===== src/rtl/i2c_cfg_slave.sv =====
module i2c_cfg_slave #(
  parameter logic [6:0] DEV_ADDR   = 7'b1101001,
  parameter int         NUM_REGS   = 4,
  parameter logic [7:0] REG_INIT   = 8'hFF,
  parameter int         SPREAD_REG = 3,
  parameter int         SPREAD_LSB = 5
) (
  input  logic                  clk,
  input  logic                  rst_n,
  input  logic                  scl_i,
  input  logic                  sda_i,
  output logic                  sda_pull_n,
  output logic [NUM_REGS*8-1:0] ctrl_o,
  output logic [1:0]            spread_sel_o
);
  localparam int IDXW = $clog2(NUM_REGS + 1);

  typedef enum logic [2:0] {
    PH_IDLE = 3'd0, PH_ADDR = 3'd1, PH_CMD = 3'd2,
    PH_CNT  = 3'd3, PH_DATA = 3'd4, PH_SKIP = 3'd5
  } phase_t;

  logic [2:0]            scl_sr, sda_sr;
  logic                  scl_now, scl_old, sda_now, sda_old;
  logic                  start_det, stop_det, scl_rise, scl_fall;
  phase_t                phase;
  logic [3:0]            bit_cnt;
  logic [7:0]            shreg;
  logic                  acking;
  logic [IDXW-1:0]       reg_idx;
  logic [NUM_REGS*8-1:0] ctrl_q;
  logic                  active, byte_done, addr_hit, wr_fire;

  always_ff @(posedge clk or negedge rst_n)
    if (!rst_n) begin
      scl_sr <= 3'b111;
      sda_sr <= 3'b111;
    end else begin
      scl_sr <= {scl_sr[1:0], scl_i};
      sda_sr <= {sda_sr[1:0], sda_i};
    end

  assign scl_now   = scl_sr[1];
  assign scl_old   = scl_sr[2];
  assign sda_now   = sda_sr[1];
  assign sda_old   = sda_sr[2];
  assign start_det = scl_now & scl_old & sda_old & ~sda_now;
  assign stop_det  = scl_now & scl_old & ~sda_old & sda_now;
  assign scl_rise  = scl_now & ~scl_old;
  assign scl_fall  = ~scl_now & scl_old;

  assign active    = (phase != PH_IDLE) && (phase != PH_SKIP);
  assign byte_done = active && scl_fall && !acking && (bit_cnt == 4'd8);
  assign addr_hit  = (shreg == {DEV_ADDR, 1'b0});
  assign wr_fire   = byte_done && (phase == PH_DATA) && (reg_idx < IDXW'(NUM_REGS));

  always_ff @(posedge clk or negedge rst_n)
    if (!rst_n) begin
      phase      <= PH_IDLE;
      bit_cnt    <= '0;
      shreg      <= '0;
      acking     <= 1'b0;
      sda_pull_n <= 1'b1;
      reg_idx    <= '0;
    end else if (start_det) begin
      phase      <= PH_ADDR;
      bit_cnt    <= '0;
      acking     <= 1'b0;
      sda_pull_n <= 1'b1;
      reg_idx    <= '0;
    end else if (stop_det) begin
      phase      <= PH_IDLE;
      bit_cnt    <= '0;
      acking     <= 1'b0;
      sda_pull_n <= 1'b1;
    end else if (active) begin
      if (scl_rise && bit_cnt != 4'd8) begin
        shreg   <= {shreg[6:0], sda_now};
        bit_cnt <= bit_cnt + 4'd1;
      end else if (scl_fall && acking) begin
        acking     <= 1'b0;
        sda_pull_n <= 1'b1;
        bit_cnt    <= '0;
      end else if (byte_done) begin
        if (phase != PH_ADDR || addr_hit) begin
          acking     <= 1'b1;
          sda_pull_n <= 1'b0;
        end
        case (phase)
          PH_ADDR: phase <= addr_hit ? PH_CMD : PH_SKIP;
          PH_CMD:  phase <= PH_CNT;
          PH_CNT:  phase <= PH_DATA;
          default: if (wr_fire) reg_idx <= reg_idx + IDXW'(1);
        endcase
      end
    end

  always_ff @(posedge clk or negedge rst_n)
    if (!rst_n)
      ctrl_q <= {NUM_REGS{REG_INIT}};
    else if (wr_fire)
      for (int k = 0; k < NUM_REGS; k++)
        if (reg_idx == IDXW'(k)) ctrl_q[k*8 +: 8] <= shreg;

  assign ctrl_o       = ctrl_q;
  assign spread_sel_o = ctrl_q[SPREAD_REG*8 + SPREAD_LSB +: 2];
endmodule


===== config.mk =====
export PLATFORM = sky130hd
export DESIGN_NAME = i2c_cfg_slave
export DESIGN_NICKNAME = d
export VERILOG_FILES = /design/src/rtl/i2c_cfg_slave.sv
export SDC_FILE = /design/constraint.sdc
export NUM_CORES = 1
export LEC_CHECK = 0
export BUFFER_PORTS_ARGS = -buffer_cell sky130_fd_sc_hd__buf_2
export CORE_ASPECT_RATIO = 0.6
export CORE_MARGIN = 1
export CORE_UTILIZATION = 55
export DETAILED_ROUTE_END_ITERATION = 12
export GPL_TIMING_DRIVEN = 0
export MAX_ROUTING_LAYER = met4
export PLACE_DENSITY = 0.77
export SYNTH_ARGS = -nofsm -noshare
export SYNTH_HDL_FRONTEND = slang
export SYNTH_SLANG_ARGS = --single-unit

===== constraint.sdc =====
create_clock -name clk -period 2 [get_ports clk]
set_input_delay 0 -clock clk [delete_from_list [all_inputs] [get_ports clk]]
set_output_delay 0 -clock clk [all_outputs]
set_load 0.03 [all_outputs]

* After elaboration in Yosys (flattened, before gate mapping)
Index checks and enable logic that the tools add are counted.
Word-level totals: register bits 58, bits in latches 0, RAM bits 0, memory bits (read-only) 0, logic and storage cells 112, memories kept 0
Operators by class: $add $sub $neg 2, multiply operators 0, div/mod/pow operators 0, order comparisons 1, equality and inequality tests 18, shift operators 0, multiplexer cells 35, bitwise gates (word level) 13, reduce and logical (&&, ||, !) cells 31
Operators with widths (count):
- 3-bit two-way mux | 15
- 4-bit two-way mux | 5
- 1-bit two-way mux | 14
- 3-bit by 2-bit == test with 1-bit output (second input constant) | 4
- 4-bit nonzero test | 3
- 2-bit AND reduction | 5
- 3-bit inequality test (second input constant) | 3
- 3-bit case mux with 3 select lines | 1
- 3-bit nonzero test | 3
- 8-bit == test (second input constant) | 1
- 1-bit logical AND | 8
- 4-bit AND reduction | 2
- 1-bit AND | 7
- 7-bit AND reduction | 1
- 3-bit by 1-bit == test with 1-bit output (second input constant) | 2
- 2-bit inequality test (second input constant) | 3
- 1-bit inverter | 6
- 2-bit nonzero test | 3
- 5-bit AND reduction | 1
- 5-bit nonzero test | 1
- 4-bit by 1-bit adder with 4-bit output (second input constant) | 1
- 4-bit == test (second input constant) | 1
- 4-bit inequality test (second input constant) | 1
- 3-bit by 1-bit adder with 3-bit output (second input constant) | 1
- other kinds (8) | 8

* Logic depth before layout (Yosys ltp)
Gate-level depths: netlist (run 1).
word-level depth 15, depth in mapped cells 8, mapped depth without buffers 6

* Worst setup path after synthesis (run 1)
OpenSTA, ideal clock, no wires.
path type flip-flop to flip-flop, start register bit_cnt[0], end register ctrl_q[0], in the netlist ctrl_o[0], setup time 0.082 ns, data arrival time 1.678 ns, required time 1.918 ns, slack 0.240 ns, cell stages (with the launch flop) 9, buffers on the path 2, period minus slack after synthesis 1.760 ns, path through dfrtp_1 inv_1 ha_1 and3b_1 clkbuf_2 nand4_2 or2_1 buf_6 mux2_4
On the way: word-level cells in the longest chain between the ends 5
RTL lines:
- from (decl) | line 27 | logic [3:0] bit_cnt;
- from (signal assigned) | line 79 | bit_cnt <= bit_cnt + 4'd1;
- 4-bit == test | line 53 | assign byte_done = active && scl_fall && !acking && (bit_cnt == 4'd8);
- 1-bit logical AND | line 53
- 1-bit logical AND (2 in series) | line 55 | assign wr_fire = byte_done && (phase == PH_DATA) && (reg_idx < IDXW'(NUM_REGS));
- 2-bit AND reduction (no source line)
- to (signal assigned) | line 100 | ctrl_q <= {NUM_REGS{REG_INIT}};
- to (signal, indexed assignment) | line 103 | if (reg_idx == IDXW'(k)) ctrl_q[k*8 +: 8] <= shreg;
- to (decl) | line 31 | logic [NUM_REGS*8-1:0] ctrl_q;
Every way passes these cells. A chain may end at the register's enable or synchronous reset.

* Final worst setup path (run 1)
start register bit_cnt[1], end register ctrl_q[0], in the netlist ctrl_o[0]
The elaborated chain is that of the path after synthesis.

==> results.json, run 1 <==
{
  "status": "complete, no violations",
  "drc": 0,
  "drtAntennaViolNets": 0,
  "rows": 19,
  "synth_area_leaders": "dfstp_2, dfrtp_1, mux2_2",
  "cts_tree": "built",
  "clock_path_buffers": 2,
  "drive_above_1_share": 0.6074,
  "rr_worst_depth": 8,
  "gp_congestion": 0.9003,
  "seq_power_share": 0.527,
  "numPlacedInstances": 284,
  "worst_slew_pin_slew_ns": 0.5385,
  "fin_crit_ns": 1.908,
  "synthArstFlopShare": 1.000,
  "insertion_delay_ns": 0.33,
  "syn-num-nets": 194,
  "p_total_mw": 2.801,
  "endpoint_kind": "flop",
  "die_h_um": 55.44,
  "r2r-start": "bit_cnt[1]",
  "grt_overflow_total": 0,
  "core_sq_um": 4564,
  "crit_chain": "inv_1 -> ha_1 -> and3b_1 -> clkbuf_4 -> nand4_4 -> or2_1 -> buf_6 -> mux2_4",
  "cts_buffers": 9,
  "initial_core_util": 0.5735,
  "slowest_delay_ns": 0.41,
  "fin_skew_ns": 0.007119,
  "syn2layout_area_growth_pct": 21.42,
  "p_sw_mw": 0.7415,
  "drv_cap": 0,
  "finalHoldViolCount": 0,
  "clock-root-buffer": "clkbuf_8",
  "p_int_mw": 2.060,
  "worstSetupStartpointType": "flop",
  "io_buffer_count": 38,
  "grt_max_degree": 59,
  "routedWlPerCell_um": 16.39,
  "synth_edf_count": 0,
  "ys_types": 44,
  "switching_share": 0.2647,
  "antenna_found_initial": 0,
  "final_area_sq_um": 3178,
  "wl_um": 4998,
  "placed_cell_area_sq_um": 2887,
  "boundaryPins": 39,
  "finalCritPeriodShare": 0.9540,
  "hpwl_um": 3400,
  "p_comb_frac": 0.087,
  "firstDrtPassIters": 4,
  "drt_iter0_drc": 80,
  "r2r-end": "ctrl_o[0]",
  "num_vias": 1618,
  "cts.clk_slew.worst_paths_ns": 0.06,
  "worstPathArrival_ns": 2.16,
  "htree_levels": 3,
  "syn_inst": 183,
  "die-area_sq_um": 5048,
  "cp_max_fo": 8,
  "synth_top_area_share": 0.3915,
  "setup_viol": 0,
  "r2r_slack_ns": 0.09,
  "grt_usage": 0.2286,
  "grt_pass1_wl_um": 8307,
  "holdWs_ns": 0.1882,
  "antenna_cells": 0,
  "max_freq_ghz": 0.5241,
  "clock-sinks": 58,
  "critPathRequiredTime_ns": 2.25,
  "layout.cells.non_filler": 305,
  "leakage_nw": 1.574,
  "cp_num_buf_inv": 3,
  "avgSynthCellArea_sq_um": 14.30,
  "first_global_vias": 1600,
  "slew_viol_final": 0,
  "peakVddDrop_v": 0.0005432,
  "ys_ff_latch": 58,
  "syn-cell-area_sq_um": 2618,
  "yosysWarnings": 0,
  "utilization": 0.6963,
  "p_per_area_nw_per_um2": 881.5,
  "crit_type": "flop to flop",
  "p_clk_frac": 0.386,
  "die_x_um": 91.06,
  "hold_class": "input pin to asynchronous set/reset pin",
  "viasPerCell": 5.305,
  "ys_seq_area_frac": 0.5731,
  "cp_top_family": "simple AND/OR/NAND/NOR gates",
  "nNetsFinal": 248,
  "cpMaxStageDelayCell": "dfrtp_1",
  "ys.flop_type": "dfstp_2",
  "yosysTopAreaCell": "dfstp_2",
  "timing.slew.headroom": 0.6410
}
[worst max path at each step]
stage / startpoint / to / depth (start not counted)
2_1_floorplan: bit_cnt[0] / ctrl_o[0] / 8
3_3_place_gp: bit_cnt[0] / bit_cnt[2] / 7
3_5_place_dp: bit_cnt[0] / bit_cnt[2] / 7
4_1_cts: bit_cnt[0] / ctrl_o[0] / 8
5_1_grt: bit_cnt[1] / ctrl_o[0] / 8
6_report: bit_cnt[1] / ctrl_o[0] / 8
[final cells by class]
| cell class | instances | area [sq um] |
|---|---|---|
| Sequential cell | 58 | 1500 |
| Fill cell | 345 | 1386 |
| Multi-Input combinational cell | 108 | 1055 |
| Timing Repair Buffer | 43 | 247.7 |
| Clock buffer | 12 | 155.1 |
| Tap cell | 63 | 78.83 |
| Clock inverter | 4 | 50.05 |
| Buffer | 6 | 50.05 |
| Inverter | 11 | 41.29 |
[registers in the layout, indices dropped and copies added, names as in the netlist]
register	cells
acking	1
bit_cnt	4
ctrl_o	32
phase	3
reg_idx	3
scl_sr	3
sda_pull_n	1
sda_sr	3
shreg	8
[cells by family after synthesis]
group,after synthesis,synth area share
buffers and inverters,17,0.03393
DFF,58,0.5731
and+or+nand+nor,38,0.09752
AOI/OAI and AO/OA,18,0.04828
adders and majority gates,7,0.03346
muxes,43,0.2070
xor gates and xnor gates,2,0.006693
[per-stage QoR]
step / setup slack, ns / TNS, ns
floorplan: 0.2397 / 0
CTS: 0.01531 / 0
global route: -0.01421 / -0.07061
detailed placement: -0.1282 / -0.7538
finish: 0.09196 / 0
global placement: -0.05879 / -0.2249
[synth_stat cells, drive strengths merged, types with 2 or more instances]
library cell,number
mux2,41
dfstp,39
dfrtp,19
inv,11
ha,7
nand2,7
nand3,6
buf,5
o21ai,4
a21oi,3
nor2b,3
nor3b,3
nor4b,3
a21o,2
and3,2
mux2i,2
nand2b,2
nand4,2
or2,2
xor2,2
[per-layer routing]
layer  wire [um]  share of wire  track usage  vias to the layer above
met5           0              0            -                        -
met4          38         0.0076      0.06803                        0
met3         266          0.053      0.07851                        4
met2        2203           0.44       0.3095                       49
met1        2490           0.50       0.3253                      808
li1            -              -            -                      757
[worst register-to-register path, cell delays in order (launching register included)]
cell	delay, ns
dfrtp_1	0.41
inv_1	0.07
ha_1	0.16
and3b_1	0.18
clkbuf_4	0.19
nand4_4	0.12
or2_1	0.25
buf_6	0.16
mux2_4	0.30
[power by group through the flow]
stage / logic, mW / registers (mW) / clock network, mW
2_1_floorplan: 0.166 / 1.41 / 0
3_3_place_gp: 0.207 / 1.48 / 0
3_5_place_dp: 0.216 / 1.49 / 0
4_1_cts: 0.225 / 1.47 / 1.11
5_1_grt: 0.271 / 1.49 / 1.17
6_report: 0.243 / 1.48 / 1.08
[timing repair]
item                                    in CTS  in global routing
hold endpoints to repair                    21                  0
endpoints found under the setup margin       9                 42
setup buffers                                0                  1
hold buffers                                 3                  0
resized for setup                            1                  4
[cell usage in the layout, fill, tap and decap left out, types with 2 or more instances in the layout]
master	synthesis	routed
a21o_1	2	2
a21oi_1	3	3
and3_1	2	2
buf_2	1	39
buf_4	2	3
buf_6	2	2
clkbuf_8	0	11
clkinvlp_4	0	2
dfrtp_1	19	19
dfstp_2	39	39
dlygate4sd3_1	0	3
ha_1	7	7
inv_1	11	11
mux2_2	25	25
mux2_4	16	16
mux2i_1	2	2
nand2_1	5	5
nand2_2	2	2
nand2b_1	2	2
nand3_1	6	6
nor2b_1	3	3
nor3b_1	2	2
nor4b_1	3	3
o21ai_0	4	4
or2_1	2	2
xor2_1	2	2
No activity file was read; power rests on OpenSTA's default activity.
==> run 2, diff against run 1 <==
--- a/config.mk
+++ b/config.mk
@@ -5,6 +5,7 @@
 export SDC_FILE = /design/constraint.sdc
 export NUM_CORES = 1
 export LEC_CHECK = 0
+export ABC_AREA = 1
 export BUFFER_PORTS_ARGS = -buffer_cell sky130_fd_sc_hd__buf_2
 export CORE_ASPECT_RATIO = 0.6
 export CORE_MARGIN = 1
==> results.json, run 2 <==
{
  "fin_crit_ns": 1.739,
  "slew_viol_final": 0,
  "wl_um": 5087,
  "antenna_cells": 0,
  "grt_overflow_total": 0,
  "critPathRequiredTime_ns": 2.27,
  "worstSetupStartpointType": "flop",
  "worst_slew_pin_slew_ns": 0.7071,
  "first_global_vias": 1750,
  "crit_type": "flop to flop",
  "nNetsFinal": 321,
  "yosysWarnings": 0,
  "syn-cell-area_sq_um": 2684,
  "cts.clk_slew.worst_paths_ns": 0.07,
  "drtAntennaViolNets": 0,
  "yosysTopAreaCell": "dfstp_2",
  "viasPerCell": 5.058,
  "hpwl_um": 3546,
  "grt_pass1_wl_um": 8535,
  "boundaryPins": 39,
  "p_comb_frac": 0.158,
  "drive_above_1_share": 0.5016,
  "p_per_area_nw_per_um2": 892.5,
  "switching_share": 0.3104,
  "cp-startpoint": "bit_cnt[0]",
  "grt_usage": 0.2337,
  "ys_types": 26,
  "fin_ws_ns": 0.2610,
  "initial_core_util": 0.5789,
  "setup_viol": 0,
  "io_buffer_count": 38,
  "clock_path_buffers": 2,
  "synth_top_area_share": 0.3818,
  "syn-num-nets": 269,
  "worstPathArrival_ns": 2.01,
  "ys_seq_area_frac": 0.5590,
  "firstDrtPassIters": 4,
  "die-area_sq_um": 5172,
  "r2r-start": "bit_cnt[0]",
  "drc": 0,
  "synthArstFlopShare": 1.000,
  "cts_tree": "built",
  "p_clk_frac": 0.362,
  "hold_class": "input pin to asynchronous set/reset pin",
  "p_sw_mw": 0.8783,
  "clock-sinks": 58,
  "yosysMostFrequentCell": "nand2_1",
  "rsz0062_at_grt": "false",
  "core_sq_um": 4636,
  "insertion_delay_ns": 0.34,
  "die_h_um": 56.11,
  "routedWlPerCell_um": 13.46,
  "cp_max_fo": 10,
  "leakage_nw": 1.550,
  "drv_cap": 0,
  "htree_levels": 3,
  "fin_tns_setup_ns": 0,
  "seq_power_share": 0.480,
  "largest_reg_flops": 32,
  "max_freq_ghz": 0.5750,
  "rows": 19,
  "synth_area_leaders": "dfstp_2, dfrtp_1, o21ai_2",
  "ys_ff_latch": 58,
  "synth_edf_count": 0,
  "syn2layout_area_growth_pct": 18.14,
  "yosys-top-cells-count": "nand2_1, dfstp_2, o21ai_2, inv_1, dfrtp_1",
  "final_cell_mix": "nand2_1, dfstp_2, buf_2",
  "finalCritPeriodShare": 0.8695,
  "status": "complete, no violations",
  "syn_inst": 258,
  "peakVddDrop_v": 0.0007664,
  "p_int_mw": 1.951,
  "cts_buffers": 9,
  "fin_skew_ns": 0.007271,
  "timing.slew.headroom": 0.5286,
  "die_x_um": 92.18,
  "final_common_cell": "nand2_1",
  "gp_congestion": 0.8226,
  "finalHoldViolCount": 0,
  "ys.flop_type": "dfstp_2",
  "endpoint_kind": "flop",
  "grt_max_degree": 59,
  "avgSynthCellArea_sq_um": 10.40,
  "dpl_worst_slack_ns": 0.2667,
  "post_cts_resized": 0,
  "clock-root-buffer": "clkbuf_8",
  "drt_iter0_drc": 140,
  "antenna_found_initial": 0,
  "num_vias": 1912
}
## run 2: area by class of cell
class / count / area (sq um)
plain buffers: 7 / 65.06
clock buffers: 10 / 127.6
clock inverters: 6 / 57.56
fillers: 369 / 1465
inverters: 27 / 101.3
multi-input cells: 166 / 1017
flip-flops and latches: 58 / 1500
well taps: 63 / 78.83
repair buffers: 41 / 222.7
## run 2: cell families after synthesis
family,Yosys count,share of synthesized area
compound gates,50,0.1403
xor+xnor,2,0.006528
fa+ha+maj,7,0.03263
buf+inv,34,0.06200
flops,58,0.5590
simple gates,107,0.1995
## run 2: through the flow
step,hold slack [ns],total power [mW],util,cell area (sq um),std cells
global placement,0.1065,1.802,0.6370,2953,359
CTS,0.2888,2.861,0.6834,3168,378
detailed placement,0.1069,1.817,0.6370,2953,359
floorplan,-0.2956,1.667,-,2684,258
finish,0.2614,2.830,0.6839,3171,378
global route,0.2935,2.988,0.6839,3171,378
## run 2: power by group through the flow
| stage | logic [mW] | clock network (mW) | registers (mW) |
|---|---|---|---|
| 2_1_floorplan | 0.298 | 0 | 1.37 |
| 3_3_place_gp | 0.433 | 0 | 1.37 |
| 3_5_place_dp | 0.443 | 0 | 1.37 |
| 4_1_cts | 0.454 | 1.05 | 1.36 |
| 5_1_grt | 0.507 | 1.11 | 1.37 |
| 6_report | 0.447 | 1.02 | 1.36 |
## run 2: layer usage
layer,vias to the layer above,track usage,part of all wire
met4,0,0.1094,0.015
met2,51,0.2996,0.41
li1,935,-,-
met3,8,0.06557,0.054
met1,918,0.3397,0.52
met5,-,-,0
## run 2: timing repair
action,CTS,global route
hold buffers,3,0
hold endpoints to repair,21,0
endpoints found under the setup margin,0,0
buffers inserted,0,0
## run 2: worst max-delay path, cell delays in order (launching register included)
cell,delay [ns]
dfrtp_1,0.43
inv_1,0.08
ha_1,0.16
nand3_2,0.14
nor2_4,0.19
nand2_4,0.09
nor2_8,0.18
nand2_4,0.11
buf_6,0.17
o21ai_2,0.12
## run 2: final timing paths
path	end	slack, ns	depth (start not counted)
setup / recovery	ctrl_o[3]	0.26	9
hold / removal	bit_cnt[3]	0.26	2
setup reg to reg	ctrl_o[3]	0.26	9
hold reg to reg	sda_sr[1]	0.36	0
max in group asynchronous	phase[1]	1.27	2
min in group clk	sda_sr[0]	0.31	2
